<file path="src/rtl/adc_scan_pkg.sv">
package adc_scan_pkg;
  localparam int CFG_EN_BIT  = 31;
  localparam int CFG_DMA_BIT = 3;
  localparam int CFG_DIV_LSB = 16;
  localparam int WORD_W      = 32;
  localparam int CHAN_LSB    = 16;

  typedef enum logic [1:0] {
    ST_OFF,
    ST_SETUP,
    ST_START,
    ST_WAIT
  } scan_state_t;
endpackage

</file>
<file path="src/rtl/adc_clk_div.sv">
module adc_clk_div #(
  parameter int DIV_W = 8
) (
  input  logic             clk,
  input  logic             rst,
  input  logic             run,
  input  logic [DIV_W-1:0] div,
  output logic             adc_clk,
  output logic             rise_next
);
  logic [DIV_W-1:0] cnt_q;
  logic             clk_q;
  logic             wrap;

  assign wrap      = (cnt_q == div);
  // rise_next marks the edge at which adc_clk goes high
  assign rise_next = run && wrap && !clk_q;
  assign adc_clk   = clk_q;

  always_ff @(posedge clk) begin
    if (rst || !run) begin
      cnt_q <= '0;
      clk_q <= 1'b0;
    end else if (wrap) begin
      cnt_q <= '0;
      clk_q <= ~clk_q;
    end else begin
      cnt_q <= cnt_q + 1'b1;
    end
  end
endmodule

</file>
<file path="src/rtl/adc_scan_fsm.sv">
module adc_scan_fsm
  import adc_scan_pkg::*;
#(
  parameter int SEL_W = 3,
  parameter int RES_W = 12
) (
  input  logic             clk,
  input  logic             rst,
  input  logic             run,
  input  logic [SEL_W-1:0] last_chan,
  input  logic             rise_next,
  input  logic             adc_done,
  input  logic [RES_W-1:0] adc_dout,
  output logic             adc_rst,
  output logic             adc_start,
  output logic [SEL_W-1:0] adc_sel,
  output logic             res_valid,
  output logic [SEL_W-1:0] res_chan,
  output logic [RES_W-1:0] res_data
);
  scan_state_t      state_q;
  logic [SEL_W-1:0] next_chan;

  // wrap also covers a count reduced below the current channel
  assign next_chan = (adc_sel >= last_chan) ? '0 : adc_sel + 1'b1;

  always_ff @(posedge clk) begin
    if (rst) begin
      state_q   <= ST_OFF;
      adc_rst   <= 1'b1;
      adc_start <= 1'b0;
      adc_sel   <= '0;
      res_valid <= 1'b0;
      res_chan  <= '0;
      res_data  <= '0;
    end else begin
      res_valid <= 1'b0;
      if (!run) begin
        state_q   <= ST_OFF;
        adc_rst   <= 1'b1;
        adc_start <= 1'b0;
        adc_sel   <= '0;
      end else begin
        case (state_q)
          ST_OFF: begin
            adc_rst <= 1'b0;
            state_q <= ST_SETUP;
          end
          ST_SETUP: begin
            if (rise_next) begin
              adc_start <= 1'b1;
              state_q   <= ST_START;
            end
          end
          ST_START: begin
            if (rise_next) begin
              adc_start <= 1'b0;
              state_q   <= ST_WAIT;
            end
          end
          ST_WAIT: begin
            if (adc_done) begin
              res_valid <= 1'b1;
              res_chan  <= adc_sel;
              res_data  <= adc_dout;
              adc_sel   <= next_chan;
              state_q   <= ST_SETUP;
            end
          end
          default: state_q <= ST_OFF;
        endcase
      end
    end
  end
endmodule

</file>
<file path="src/rtl/adc_result_sink.sv">
module adc_result_sink
  import adc_scan_pkg::*;
#(
  parameter int NCH   = 8,
  parameter int SEL_W = 3,
  parameter int RES_W = 12
) (
  input  logic              clk,
  input  logic              rst,
  input  logic              dma_mode,
  input  logic              ovf_clr,
  input  logic              res_valid,
  input  logic [SEL_W-1:0]  res_chan,
  input  logic [RES_W-1:0]  res_data,
  input  logic [SEL_W-1:0]  rd_chan,
  output logic [WORD_W-1:0] rd_data,
  output logic              dma_valid,
  input  logic              dma_ready,
  output logic [WORD_W-1:0] dma_data,
  output logic              ovf_flag
);
  logic [WORD_W-1:0] word;
  logic [WORD_W-1:0] mem [NCH];
  logic              slot_free;

  always_comb begin
    word = '0;
    word[RES_W-1:0] = res_data;
    word[CHAN_LSB +: SEL_W] = res_chan;
  end

  // per-channel registers: no reset, read registered
  always_ff @(posedge clk) begin
    if (res_valid && !dma_mode)
      mem[res_chan] <= word;
    rd_data <= mem[rd_chan];
  end

  assign slot_free = !dma_valid || dma_ready;

  always_ff @(posedge clk) begin
    if (rst) begin
      dma_valid <= 1'b0;
      dma_data  <= '0;
    end else if (res_valid && dma_mode && slot_free) begin
      dma_valid <= 1'b1;
      dma_data  <= word;
    end else if (dma_valid && dma_ready) begin
      dma_valid <= 1'b0;
    end
  end

  always_ff @(posedge clk) begin
    if (rst || ovf_clr)
      ovf_flag <= 1'b0;
    else if (res_valid && dma_mode && !slot_free)
      ovf_flag <= 1'b1;
  end
endmodule

</file>
<file path="src/rtl/adc_len_check.sv">
module adc_len_check #(
  parameter int LEN_W = 16,
  parameter int SEL_W = 3
) (
  input  logic             clk,
  input  logic             rst,
  input  logic             len_we,
  input  logic [LEN_W-1:0] len_words,
  input  logic [SEL_W-1:0] last_chan,
  output logic             len_err
);
  logic [LEN_W-1:0] len_q;
  logic [LEN_W-1:0] frame;
  logic [LEN_W-1:0] rem;

  assign frame = LEN_W'(last_chan) + 1'b1;
  assign rem   = len_q % frame;

  always_ff @(posedge clk) begin
    if (rst) begin
      len_q   <= '0;
      len_err <= 1'b1;
    end else begin
      if (len_we) len_q <= len_words;
      len_err <= (len_q == '0) || (rem != '0);
    end
  end
endmodule

</file>
<file path="src/rtl/adc_scan_seq.sv">
module adc_scan_seq
  import adc_scan_pkg::*;
#(
  parameter int NCH   = 8,
  parameter int RES_W = 12,
  parameter int DIV_W = 8,
  parameter int LEN_W = 16,
  localparam int SEL_W = $clog2(NCH)
) (
  input  logic              clk,
  input  logic              rst,
  input  logic              cfg_we,
  input  logic [WORD_W-1:0] cfg_wdata,
  input  logic              len_we,
  input  logic [LEN_W-1:0]  len_words,
  input  logic [SEL_W-1:0]  rd_chan,
  output logic [WORD_W-1:0] rd_data,
  output logic              adc_clk,
  output logic              adc_rst,
  output logic              adc_start,
  output logic [SEL_W-1:0]  adc_sel,
  input  logic              adc_done,
  input  logic [RES_W-1:0]  adc_dout,
  output logic              dma_valid,
  input  logic              dma_ready,
  output logic [WORD_W-1:0] dma_data,
  output logic              ovf_flag,
  output logic              len_err
);
  logic             en_q;
  logic             dma_q;
  logic [SEL_W-1:0] last_q;
  logic [DIV_W-1:0] div_q;
  logic             rise_next;
  logic             ovf_clr;
  logic             res_valid;
  logic [SEL_W-1:0] res_chan;
  logic [RES_W-1:0] res_data;

  assign ovf_clr = cfg_we && !cfg_wdata[CFG_EN_BIT];

  always_ff @(posedge clk) begin
    if (rst) begin
      en_q   <= 1'b0;
      dma_q  <= 1'b0;
      last_q <= '0;
      div_q  <= '0;
    end else if (cfg_we) begin
      en_q   <= cfg_wdata[CFG_EN_BIT];
      dma_q  <= cfg_wdata[CFG_DMA_BIT];
      last_q <= cfg_wdata[SEL_W-1:0];
      div_q  <= cfg_wdata[CFG_DIV_LSB +: DIV_W];
    end
  end

  adc_clk_div #(.DIV_W(DIV_W)) u_div (
    .clk(clk), .rst(rst), .run(en_q), .div(div_q),
    .adc_clk(adc_clk), .rise_next(rise_next)
  );

  adc_scan_fsm #(.SEL_W(SEL_W), .RES_W(RES_W)) u_fsm (
    .clk(clk), .rst(rst), .run(en_q), .last_chan(last_q),
    .rise_next(rise_next), .adc_done(adc_done), .adc_dout(adc_dout),
    .adc_rst(adc_rst), .adc_start(adc_start), .adc_sel(adc_sel),
    .res_valid(res_valid), .res_chan(res_chan), .res_data(res_data)
  );

  adc_result_sink #(.NCH(NCH), .SEL_W(SEL_W), .RES_W(RES_W)) u_sink (
    .clk(clk), .rst(rst), .dma_mode(dma_q), .ovf_clr(ovf_clr),
    .res_valid(res_valid), .res_chan(res_chan), .res_data(res_data),
    .rd_chan(rd_chan), .rd_data(rd_data),
    .dma_valid(dma_valid), .dma_ready(dma_ready), .dma_data(dma_data),
    .ovf_flag(ovf_flag)
  );

  adc_len_check #(.LEN_W(LEN_W), .SEL_W(SEL_W)) u_len (
    .clk(clk), .rst(rst), .len_we(len_we), .len_words(len_words),
    .last_chan(last_q), .len_err(len_err)
  );
endmodule

</file>
<file path="config.mk">
export PLATFORM = sky130hd
export DESIGN_NAME = adc_scan_seq
export DESIGN_NICKNAME = d
export VERILOG_FILES = /design/src/rtl/adc_scan_pkg.sv /design/src/rtl/adc_clk_div.sv /design/src/rtl/adc_scan_fsm.sv /design/src/rtl/adc_result_sink.sv /design/src/rtl/adc_len_check.sv /design/src/rtl/adc_scan_seq.sv
export SDC_FILE = /design/constraint.sdc
export NUM_CORES = 1
export LEC_CHECK = 0
export BUFFER_PORTS_ARGS = -buffer_cell sky130_fd_sc_hd__buf_2
export CAP_MARGIN = 10
export CORE_MARGIN = 4
export CORE_UTILIZATION = 60
export DETAILED_ROUTE_END_ITERATION = 16
export GPL_TIMING_DRIVEN = 0
export HOLD_SLACK_MARGIN = 0.12
export PLACE_DENSITY = 0.78
export SETUP_SLACK_MARGIN = 0.1
export SYNTH_ARGS = -nofsm -noshare
export SYNTH_HDL_FRONTEND = slang
export SYNTH_SLANG_ARGS = --single-unit
</file>
<file path="constraint.sdc">
create_clock -name clk -period 34.5 [get_ports clk]
set_clock_uncertainty 0.05 [all_clocks]
set_input_delay 5.175 -clock clk [delete_from_list [all_inputs] [get_ports clk]]
set_output_delay 5.175 -clock clk [all_outputs]
set_load 0.02 [all_outputs]
</file>
==> qor.txt <==
DRC marker count from the first detailed-route iteration - 935
Multi-input gate area - 7720 µm²
Die Span X - 159 µm
Critical Path Source Type - flop
Final setup violating endpoints - 0
Routed WL - 33.8 mm
Simple-gate share of the synthesized area - 16.5%
Vias per cell - 6.24
First-pass GRT wire length - 54.9 mm
Synth Area in Compound Gates - 17.8%
CP Class - flop to flop
Unrepaired setup endpoints after global routing - false
Fin worst setup slack - 2.48 ns
Final hold vios - 0
CTS sink count - 214
Clock root buffer - clkbuf_16
Die area - 25200 µm²
FF-to-FF path depth - 128
Count of input and output buffers - 82
Cell taking the most area after synthesis - edfxtp_1
Register-to-register setup slack - 2.48 ns
Multiplexer area fraction after synthesis - 11.4%
Post-synth EDFFs - 120
Slew HR - 31.2%
Drt wl/cell - 18.8 µm
Final worst-path cycle share - 92.8%
Nets - 1639
Antenna viol nets, final - 0
Post-Syn Area - 13600 µm²
Max Cap Viol - 0
Worst hold path depth - 2
Worst-path clk slew - 0.06 ns
1st-pass router iterations - 6
CP required - 34.79 ns
Pre-CTS setup slack - 2.01 ns
Reg area - 5490 µm²
Area share of the largest cell type after synthesis - 26.4%
Die Y - 159 µm
Via count - 11201
Post-synthesis sequential area ratio - 40.2%
Routability Congestion - 0.950
Crit-path max cell delay - 0.64 ns
Worst-Margin Slew - 1.03 ns
HP Class - flop to flop
CP max FO - 21
Adder-Cell Fraction of Synth Area - 6.57%
Commonest non-fill, non-tap cell in the layout - edfxtp_1
Number of core rows - 54
Synth Flop Type - edfxtp_1
Gr usage total - 25.9%
Synth Warn # - 0
Area of the core - 22100 µm²
CTS tree - done
Flops & latches, synth - 214
Fraction of layout cells with a size suffix above 1 - 18.8%
Hold WS - 0.401 ns
Syn_area_per_cell - 10.1 µm²
Initial antenna violation count - 1
Largest net degree at the start of global routing - 22
Total gr overflow - 0
Vias in the first global route - 10804
Post-CTS Setup Inserts - 0
Commonest non-fill, non-tap cells in the layout - 120 x edfxtp_1, 118 x nor2_1, 103 x nand2_1, 93 x dfxtp_1, 92 x a21oi_1
CP max stage cell - a2111oi_4
Worst-Skew Late Latency - 0.50 ns
Starting Density - 61.7%
CTS Buf Count - 22
Cells after Synth - 1356
Crit path DAT - 32.31 ns
Max-slew violations - 0
Min Tclk post-route - 32.02 ns
Largest cells by area after synthesis - edfxtp_1 26%, dfxtp_1 14%, ha_1 6.4%
Filler instances - 1693
Fmax - 31.2 MHz
Critical path capture point type - flop
Dpl hpwl - 25.3 mm
I/O pin cnt - 142
Main combinational cell family by area after synthesis - compound AO/OA/AOI/OAI gates
Unique masters post-synth - 102
Clock Path Buffers - 3
CTS HTree Levels - 1
Area grow syn2layout - 12.9%
Setup TNS - 0 ns
Xor/xnor share of the synthesized area - 3.08%
Residual DRC - 0
Asr flop ratio synth - 0%
Outcome - finished clean
[stage by stage]
stage / instances / instance area [µm²] / utilization, %
detailed placement: 1755 / 14600 / 66.1
finish: 1796 / 15400 / 69.7
floorplan: 1389 / 13800 / -
CTS: 1795 / 15400 / 69.6
global placement: 1751 / 14500 / 65.7
global route: 1796 / 15400 / 69.7
[logic make-up (layout without fill, tap and decap cells)]
kind of cell	count (synthesis)	after routing
compound gates	341	341
xor+xnor	48	48
fa+ha+maj	71	71
buf+inv	116	242
flops	214	214
mux	111	111
other cells	1	35
simple gates	454	454
[final timing paths]
| path | startpoint | to |
|---|---|---|
| hold / removal | u_sink.dma_data[5]$_SDFFE_PP0P_ | u_sink.dma_data[5]$_SDFFE_PP0P_ |
| hold reg to reg | u_sink.dma_data[5]$_SDFFE_PP0P_ | u_sink.dma_data[5]$_SDFFE_PP0P_ |
| setup / recovery | last_q[0]$_SDFFE_PP0P_ | u_len.len_err$_SDFF_PP1_ |
| setup reg to reg | last_q[0]$_SDFFE_PP0P_ | u_len.len_err$_SDFF_PP1_ |
[timing repair]
item / in CTS / in global routing
hold buffers: 0 / 0
setup endpoints to repair: 0 / 1
gates resized for setup: 0 / 5
[area by class of cell]
type | count | area share, %
Tap cell | 280 | 2.28
Sequential cell | 214 | 35.7
Multi-Input combinational cell | 1059 | 50.1
Timing Repair Buffer | 86 | 2.96
Clock inverter | 10 | 0.691
Buffer | 82 | 3.04
Inverter | 34 | 0.853
Antenna cell | 1 | 0.0163
Clock buffer | 30 | 4.38
[worst max-delay path, delay by kind of cell (launching register included)]
family,cells,cell delay (ns)
compound gates,63,14.62
simple gates,32,8.16
fa+ha+maj,16,4.82
buf+inv,10,1.87
mux,6,1.64
flops,1,0.45
xor+xnor,1,0.15
[sequential cells by signal, indices dropped and copies added (netlist names), 2 cells and up]
signal and count:
u_sink.mem 120, u_len.len_q 16, u_sink.dma_data 15, u_sink.rd_data 15
u_fsm.res_data 12, div_q 8, u_div.cnt_q 8, last_q 3
u_fsm.adc_sel 3, u_fsm.res_chan 3, u_fsm.state_q 2
[routing by layer]
metal,track usage [%],wire (µm),vias up,share of wire (%)
li1,-,-,5399,-
met1,33.6,14000,5330,42
met2,44.9,16600,392,49
met3,3.14,1950,80,5.8
met4,9.59,1230,0,3.6
met5,0,0,-,0
[synth_stat cells (34+ instances only)]
library cell	n
dfxtp_1	94
nor2_1	125
nand3_1	34
buf_4	34
o21a_1	34
nand2_1	103
inv_1	34
a21oi_1	92
ha_1	70
edfxtp_1	120
o21ai_0	35
clkbuf_1	36
nor3_1	54
mux2i_1	44
Power is not shown: default switching activity piles up to over one toggle a cycle in this logic, so the estimate is an artifact.
